===== src/rtl/wrg_pkg.sv =====
package wrg_pkg;
  localparam int unsigned WRG_ADDR_W = 2;

  typedef enum logic [WRG_ADDR_W-1:0] {
    WRG_GATE    = 2'd0,
    WRG_AUTODIS = 2'd1,
    WRG_CNTEN   = 2'd2,
    WRG_STATUS  = 2'd3
  } wrg_reg_e;

  // Whether the stored gate bit blocks the request, given the build polarity.
  function automatic logic wrg_blocked(logic gate_field, logic inverted);
    return gate_field ^ inverted;
  endfunction

  // Value of the gate bit that blocks the request at power-on.
  function automatic logic wrg_gate_reset(logic inverted);
    return ~inverted;
  endfunction

  // Combinational decision to forward the request.
  function automatic logic wrg_forward(logic req, logic blocked, logic autodis, logic in_rst);
    return req & ~blocked & ~(autodis & in_rst);
  endfunction
endpackage


===== src/rtl/wrg_regs.sv =====
module wrg_regs
  import wrg_pkg::*;
#(
  parameter int unsigned DATA_W      = 32,
  parameter int unsigned GATE_POS    = 4,
  parameter int unsigned AUTODIS_POS = 2,
  parameter int unsigned CNTEN_POS   = 0,
  parameter int unsigned STAT_POS    = 1,
  parameter bit          INVERT_MASK = 1'b0
) (
  input  logic                  clk,
  input  logic                  por_n,
  input  logic                  bus_sel,
  input  logic                  bus_wr,
  input  logic [WRG_ADDR_W-1:0] bus_addr,
  input  logic [DATA_W-1:0]     bus_wdata,
  input  logic                  stat_bit,
  output logic [DATA_W-1:0]     bus_rdata,
  output logic                  gate_bit,
  output logic                  autodis_bit,
  output logic                  cnten_bit,
  output logic                  stat_clr,
  output logic                  cnten_wr
);
  localparam int unsigned CTL_N = 3;
  localparam int unsigned CTL_POS [CTL_N] = '{GATE_POS, AUTODIS_POS, CNTEN_POS};
  localparam logic        CTL_RST [CTL_N] = '{wrg_gate_reset(INVERT_MASK), 1'b0, 1'b0};

  logic             wr_en, rd_en;
  logic [CTL_N-1:0] ctl_q, ctl_wr;
  logic             unused_wdata;

  assign wr_en        = bus_sel & bus_wr;
  assign rd_en        = bus_sel & ~bus_wr;
  assign unused_wdata = ^bus_wdata;

  for (genvar g = 0; g < CTL_N; g++) begin : g_ctl
    logic q;
    assign ctl_wr[g] = wr_en && (bus_addr == WRG_ADDR_W'(g));
    always_ff @(posedge clk or negedge por_n) begin
      if (!por_n)         q <= CTL_RST[g];
      else if (ctl_wr[g]) q <= bus_wdata[CTL_POS[g]];
    end
    assign ctl_q[g] = q;
  end

  assign gate_bit    = ctl_q[0];
  assign autodis_bit = ctl_q[1];
  assign cnten_bit   = ctl_q[2];
  assign cnten_wr    = ctl_wr[2];
  assign stat_clr    = wr_en && (bus_addr == WRG_STATUS) && bus_wdata[STAT_POS];

  always_comb begin
    bus_rdata = '0;
    if (rd_en) begin
      case (wrg_reg_e'(bus_addr))
        WRG_GATE:    bus_rdata[GATE_POS]    = ctl_q[0];
        WRG_AUTODIS: bus_rdata[AUTODIS_POS] = ctl_q[1];
        WRG_CNTEN:   bus_rdata[CNTEN_POS]   = ctl_q[2];
        WRG_STATUS:  bus_rdata[STAT_POS]    = stat_bit;
        default:     bus_rdata = '0;
      endcase
    end
  end
endmodule


===== src/rtl/wrg_gate.sv =====
module wrg_gate
  import wrg_pkg::*;
#(
  parameter bit INVERT_MASK = 1'b0
) (
  input  logic clk,
  input  logic por_n,
  input  logic wdt_req,
  input  logic cpu_in_reset,
  input  logic gate_bit,
  input  logic autodis_bit,
  output logic req_blocked,
  output logic fwd_now,
  output logic wdt_rst_out
);
  assign req_blocked = wrg_blocked(gate_bit, INVERT_MASK);
  assign fwd_now     = wrg_forward(wdt_req, req_blocked, autodis_bit, cpu_in_reset);

  always_ff @(posedge clk or negedge por_n) begin
    if (!por_n) wdt_rst_out <= 1'b0;
    else        wdt_rst_out <= fwd_now;
  end
endmodule


===== src/rtl/wrg_status.sv =====
module wrg_status (
  input  logic clk,
  input  logic por_n,
  input  logic stat_set,
  input  logic stat_clr,
  output logic stat_bit
);
  // A set and a clear at the same edge: the set wins.
  always_ff @(posedge clk or negedge por_n) begin
    if (!por_n)        stat_bit <= 1'b0;
    else if (stat_set) stat_bit <= 1'b1;
    else if (stat_clr) stat_bit <= 1'b0;
  end
endmodule


===== src/rtl/wdt_reset_gate.sv =====
module wdt_reset_gate
  import wrg_pkg::*;
#(
  parameter int unsigned DATA_W      = 32,
  parameter int unsigned GATE_POS    = 4,
  parameter int unsigned AUTODIS_POS = 2,
  parameter int unsigned CNTEN_POS   = 0,
  parameter int unsigned STAT_POS    = 1,
  parameter bit          INVERT_MASK = 1'b0
) (
  input  logic                  clk,
  input  logic                  por_n,
  input  logic                  bus_sel,
  input  logic                  bus_wr,
  input  logic [WRG_ADDR_W-1:0] bus_addr,
  input  logic [DATA_W-1:0]     bus_wdata,
  output logic [DATA_W-1:0]     bus_rdata,
  input  logic                  wdt_req,
  input  logic                  cpu_in_reset,
  output logic                  wdt_rst_out,
  output logic                  wdt_cnt_en
);
  logic gate_bit, autodis_bit, cnten_bit, stat_clr, cnten_wr;
  logic stat_bit, req_blocked, fwd_now;

  wrg_regs #(
    .DATA_W(DATA_W), .GATE_POS(GATE_POS), .AUTODIS_POS(AUTODIS_POS),
    .CNTEN_POS(CNTEN_POS), .STAT_POS(STAT_POS), .INVERT_MASK(INVERT_MASK)
  ) u_regs (
    .clk(clk), .por_n(por_n), .bus_sel(bus_sel), .bus_wr(bus_wr),
    .bus_addr(bus_addr), .bus_wdata(bus_wdata), .stat_bit(stat_bit),
    .bus_rdata(bus_rdata), .gate_bit(gate_bit), .autodis_bit(autodis_bit),
    .cnten_bit(cnten_bit), .stat_clr(stat_clr), .cnten_wr(cnten_wr)
  );

  wrg_gate #(.INVERT_MASK(INVERT_MASK)) u_gate (
    .clk(clk), .por_n(por_n), .wdt_req(wdt_req), .cpu_in_reset(cpu_in_reset),
    .gate_bit(gate_bit), .autodis_bit(autodis_bit), .req_blocked(req_blocked),
    .fwd_now(fwd_now), .wdt_rst_out(wdt_rst_out)
  );

  wrg_status u_status (
    .clk(clk), .por_n(por_n), .stat_set(fwd_now), .stat_clr(stat_clr),
    .stat_bit(stat_bit)
  );

  assign wdt_cnt_en = cnten_bit;
endmodule


===== config.mk =====
export PLATFORM = sky130hd
export DESIGN_NAME = wdt_reset_gate
export DESIGN_NICKNAME = d
export VERILOG_FILES = /design/src/rtl/wrg_pkg.sv /design/src/rtl/wrg_regs.sv /design/src/rtl/wrg_gate.sv /design/src/rtl/wrg_status.sv /design/src/rtl/wdt_reset_gate.sv
export SDC_FILE = /design/constraint.sdc
export NUM_CORES = 1
export LEC_CHECK = 0
export ABC_AREA = 1
export BUFFER_PORTS_ARGS = -buffer_cell sky130_fd_sc_hd__buf_4
export CORE_UTILIZATION = 28
export DETAILED_ROUTE_END_ITERATION = 8
export PLACE_DENSITY = 0.77
export SYNTH_ARGS = -nofsm -noshare
export SYNTH_HDL_FRONTEND = slang
export SYNTH_SLANG_ARGS = --single-unit

===== constraint.sdc =====
create_clock -name clk -period 1 [get_ports clk]
set_input_delay 0.1 -clock clk [delete_from_list [all_inputs] [get_ports clk]]
set_output_delay 0.1 -clock clk [all_outputs]
set_load 0.1 [all_outputs]

==> results of run 1 <==
final cells by class:
| cell class | count | area (µm²) | area share (%) |
|---|---|---|---|
| clock buffers | 4 | 26.3 | 3.58 |
| flip-flops and latches | 5 | 130 | 17.7 |
| inverters | 6 | 22.5 | 3.07 |
| well taps | 16 | 20.0 | 2.73 |
| multi-input cells | 56 | 287 | 39.0 |
| repair buffers | 24 | 249 | 33.9 |
what timing repair did:
item	CTS	global route
pin swaps	1	4
hold buffers	1	0
gates resized for setup	18	2
setup endpoints to repair	5	7
buffers inserted	2	1
hold endpoints to repair	5	0
kinds of logic after synthesis:
| group | synth area share [%] |
|---|---|
| buffers and inverters | 47.2 |
| and+or+nand+nor | 23.9 |
| DFF | 25.6 |
| AOI/OAI and AO/OA | 2.54 |
| other | 0.761 |
cell usage after synthesis:
library cell | instances | share of area, %
nand4_1 | 1 | 1.3
nor2_1 | 4 | 3.0
dfstp_2 | 1 | 5.3
buf_4 | 28 | 43
nand3_1 | 5 | 5.1
o21ai_1 | 1 | 1.0
nand2_1 | 14 | 11
inv_1 | 5 | 3.8
nor2_2 | 1 | 1.3
dfrtp_1 | 4 | 20
inv_2 | 1 | 0.76
o21bai_1 | 1 | 1.5
conb_1 | 1 | 0.76
nor3b_2 | 1 | 2.5
per-stage QoR:
stage,util (%),TNS (ns)
2_1_floorplan,-,-0.753
3_3_place_gp,37.9,-0.0537
3_5_place_dp,37.9,-0.0808
4_1_cts,45.9,-0.591
5_1_grt,46.6,-0.949
6_report,46.6,-0.677
power breakdown:
part | switching, mW | internal (mW)
sequential | 0.0288 | 0.245
clock | 0.0718 | 0.150
combinational | 0.677 | 0.161
total | 0.778 | 0.557
worst max-delay path: stages, from the launching register on:
cell and delay, ns:
dfstp_2 0.53, nand2_2 0.07, nor2_4 0.11, buf_12 0.18
sequential cells by signal, indices dropped and copies added, names as in the netlist:
signal,cells
u_regs.autodis_bit,1
u_gate.wdt_rst_out,1
u_regs.gate_bit,1
u_status.stat_bit,1
u_regs.cnten_bit,1
metal layers:
metal / wire (µm) / part of all wire [%] / GRT usage (%)
met5: 0 / 0 / 0
met4: 0 / 0 / 5.45
met3: 81 / 8.2 / 2.50
met2: 596 / 60 / 23.6
met1: 310 / 31 / 9.90
cells in the final DEF (no fill, tap or decap):
master / n
buf_6: 1
inv_2: 2
nand4_1: 1
dfrtp_1: 3
nand2_1: 11
dfrtp_4: 1
inv_1: 4
nor2_4: 3
nand3_1: 3
clkbuf_4: 3
dfstp_2: 1
buf_12: 5
nor2_1: 1
o21ai_1: 1
nor3b_4: 1
clkbuf_1: 1
dlygate4sd3_1: 1
nand3_2: 2
nand2_4: 1
buf_4: 17
nor2_2: 1
o21bai_1: 1
conb_1: 28
nand2_2: 2
how the worst max path moves through the flow:
stage / endpoint / startpoint / depth (start not counted)
detailed placement: bus_rdata[4] / u_regs.gate_bit / 3
floorplan: bus_rdata[0] / u_regs.cnten_bit / 2
CTS: bus_rdata[4] / u_regs.gate_bit / 3
finish: bus_rdata[4] / u_regs.gate_bit / 3
global placement: bus_rdata[4] / u_regs.gate_bit / 3
global route: bus_rdata[4] / u_regs.gate_bit / 3
==> run metrics, run 1 <==
largest net degree at the start of global routing=7; Die Wd=44.0 µm; port buffer count=17; final setup vio count=7; worst vdd ir=0.000601 V; worst-path fanout max=2; failing checks=DRC, setup timing; final hold viol count=0; ANT cells=0; pre-CTS setup slack=-0.0635 ns; Leak=0.407 nW; Hold Crit Start=wdt_req; antenna-violating nets left=0; WL final=988 µm; maxcap violations=0; DRC viols=6; clock transition at the registers of the reported paths=0.04 ns; top-level port count=74; startpoint types=register; synthesized instance count=68; final setup margin=-0.222 ns; R2R Path End=u_status.stat_bit; register area share after synthesis=25.6%; fmax=818 MHz; clock tree buffer depth=2; Hold EP=u_gate.wdt_rst_out; H-Tree Depth=1; design area=734 µm²; Power Total=1.33 mW; clock buffer count from CTS=3; share of cells above drive strength 1=42.1%; grt total ovfl=0; Vias/cell=3.94; Warnings, synthesis=0; CTS sink cnt=5; Pre-Repair DR Iteration Count=6; R2R cell count=6; outcome=finished with violations; die area=0.00193 mm²; Initial DRC Count=11; nature of the critical path endpoint=output pin; row cnt=14; first-pass GRT wire length=1550 µm; PD cells=1820 mW/mm²; WHS=0.111 ns; reg-to-reg slack, setup=-0.08 ns; kind of critical path=register to output pin; vias in the first global route=397; RePlAce Congestion=0.687; number of nets in the layout=136; CTS tree=done; Critical Path RT=0.90 ns; crit path time final=1.22 ns; FF+latch count, synth=5; routed len/inst=8.90 µm; Root Buffer Master=clkbuf_4; vias=437; Chip Height=44.0 µm; HPWL after DPL=765 µm; Final Non-Filler Cells=111; Post-Syn Area=493 µm²; GRT Resource Usage Total=11.4%; initial antenna violation count=0; Final Max Slew Viols=0; Core ar.=0.00158 mm²; min-delay worst type=input pin to register; fill cell total of the finished layout=153; post-synth cell types=14; cell count of the worst hold path=3; placed cell area=597 µm²; Tcrit/Tclk final=122%; Setup Skew=0.00105 ns; FF-to-FF Start=u_regs.gate_bit; Worst Path Arrival=1.12 ns; initial core utilization=31.3%; worst-skew pair later-pin latency=0.23 ns; Synth-to-Final Area Change=49.0%; RSZ-0062 raised after global routing=true; placed cell count=103; Avg Inst Size Synth=7.25 µm²
Note: power is estimated with default switching activity, not from simulation.
==> run 2, diff against run 1 <==
--- a/config.mk
+++ b/config.mk
@@ -10,6 +10,7 @@
 export CORE_UTILIZATION = 28
 export DETAILED_ROUTE_END_ITERATION = 8
 export PLACE_DENSITY = 0.77
+export SKIP_LAST_GASP = 1
 export SYNTH_ARGS = -nofsm -noshare
 export SYNTH_HDL_FRONTEND = slang
 export SYNTH_SLANG_ARGS = --single-unit
==> run metrics, run 2 (same netlist as run 1, synthesis figures left out) <==
Chip Height=44.0 µm (unchanged); Int Pwr=0.557 mW (about the same); R2R cell count=6 (unchanged); initial core utilization=31.3% (unchanged); CTS sink cnt=5 (unchanged); WL final=986 µm (-0.20%); RSZ-0062 raised after global routing=true; number of nets in the layout=136 (unchanged); H-Tree Depth=1 (unchanged); port buffer count=17 (unchanged); final setup margin=-0.222 ns (-0.0000410 ns); commonest non-fill, non-tap cell in the layout=conb_1; RePlAce Congestion=0.687 (unchanged); maxcap violations=0 (unchanged); crit path time final=1.22 ns (+0.0000410 ns); CTS tree=done; first-pass GRT wire length=1550 µm (unchanged); nature of the critical path endpoint=output pin; startpoint types=register; Die Wd=44.0 µm (unchanged); Setup Skew=0.00105 ns (-0.0000000500 ns); antenna-violating nets left=0 (unchanged); routed length on met1=310 µm (unchanged); Pre-Repair DR Iteration Count=6 (unchanged); PD cells=1820 mW/mm² (about the same); Sw Share=58.3% (about the same); Power Total=1.33 mW (about the same); Hold Crit Start=wdt_req; reg-to-reg slack, setup=-0.08 ns (about the same); cell count of the worst hold path=3 (unchanged); Core ar.=0.00158 mm² (unchanged); CP Cell Sequence=nand2_2, nor2_4, buf_12; share of cells above drive strength 1=42.1% (unchanged); commonest cells after routing, fill and taps aside=conb_1, buf_4, nand2_1; min-delay worst type=input pin to register; DRC viols=6 (unchanged); sequential group share of total power=20.5% (about the same); final setup vio count=7 (unchanged); Initial DRC Count=9 (-2); combinational share of power=62.8% (about the same); row cnt=14 (unchanged); fmax=818 MHz (about the same); vias in the first global route=395 (-0.50%); top-level port count=74 (unchanged); vias=433 (-0.92%); crit-path max cell delay=0.53 ns (about the same); Buf+Inv Stages, Crit Path=1 (unchanged); clock buffer count from CTS=3 (unchanged); clock transition at the registers of the reported paths=0.04 ns (about the same); clock tree buffer depth=2 (unchanged); GRT Resource Usage Total=11.4% (unchanged); routed len/inst=8.88 µm (-0.20%); largest net degree at the start of global routing=7 (unchanged); Tcrit/Tclk final=122% (about the same); critical path's slowest cell=dfstp_2; Vias/cell=3.90 (-0.92%); switching power=0.778 mW (about the same); Clock power frac=16.6% (about the same); setup TNS=-0.684 ns (-0.00730 ns); met2 WL post-DR=594 µm (-0.34%); CP top delay family=flip-flops; HPWL after DPL=765 µm (unchanged); metal3 WL=81 µm (unchanged); Synth-to-Final Area Change=49.0% (unchanged); FF-to-FF Start=u_regs.gate_bit; outcome=finished with violations; Hold EP=u_gate.wdt_rst_out; Highest Signal Layer=met3; kind of critical path=register to output pin; worst-path fanout max=2 (unchanged); ANT cells=0 (unchanged); Root Buffer Master=clkbuf_4; final hold viol count=0 (unchanged); R2R Path End=u_status.stat_bit; Leak=0.407 nW (about the same); failing checks=DRC, setup timing; Critical Path RT=0.90 ns (about the same); initial antenna violation count=0 (unchanged); Final Max Slew Viols=0 (unchanged); worst-skew pair later-pin latency=0.23 ns (about the same); grt total ovfl=0 (unchanged); worst vdd ir=0.000601 V (about the same); die area=0.00193 mm² (unchanged); Worst Path Arrival=1.12 ns (about the same)
run 2: layout make-up:
type	count	area, µm²
Timing Repair Buffer	24	249
Fill cell	153	842
Sequential cell	5	130
Tap cell	16	20.0
Multi-Input combinational cell	56	287
Inverter	6	22.5
Clock buffer	4	26.3
run 2: power groups by stage:
| stage | combinational, mW | clock (mW) | sequential, mW |
|---|---|---|---|
| finish | 0.838 | 0.222 | 0.274 |
| global route | 0.870 | 0.240 | 0.277 |
| CTS | 0.815 | 0.232 | 0.273 |
| detailed placement | 0.754 | 0 | 0.272 |
| global placement | 0.749 | 0 | 0.269 |
| floorplan | 0.641 | 0 | 0.366 |
run 2: worst max-delay path by stage:
stage,startpoint,depth (start not counted),end,slack (ns)
floorplan,u_regs.cnten_bit,2,bus_rdata[0],-0.29
global placement,u_regs.gate_bit,3,bus_rdata[4],-0.05
detailed placement,u_regs.gate_bit,3,bus_rdata[4],-0.06
CTS,u_regs.gate_bit,3,bus_rdata[4],-0.24
global route,u_regs.gate_bit,3,bus_rdata[4],-0.25
finish,u_regs.gate_bit,3,bus_rdata[4],-0.22
run 2: per-stage QoR:
stage,worst slack [ns],instances,utilization (%),instance area [µm²],hold slack [ns]
2_1_floorplan,-0.288,95,-,637,-0.196
6_report,-0.222,111,46.6,734,0.110
3_5_place_dp,-0.0635,103,37.9,597,-0.0922
5_1_grt,-0.255,111,46.6,734,0.121
3_3_place_gp,-0.0537,103,37.9,597,-0.0974
4_1_cts,-0.245,110,45.6,718,0.0973
run 2: repair_timing:
action / CTS / global route
endpoints found under the setup margin: 5 / 7
hold buffers: 1 / 0
gates resized for setup: 17 / 3
pin swaps: 1 / 3
buffers inserted: 2 / 1
gates cloned: 0 / 0
endpoints found under the hold margin: 5 / 0
run 2: metal layers:
| layer | track usage [%] | vias to the layer above |
|---|---|---|
| li1 | - | 205 |
| met1 | 9.90 | 198 |
| met2 | 23.6 | 30 |
| met3 | 2.50 | 0 |
| met4 | 5.45 | 0 |
| met5 | 0 | - |
run 2: tightest hold or removal path: stages:
cell	delay, ns
buf_4	0.08
nand3_2	0.08
inv_2	0.05
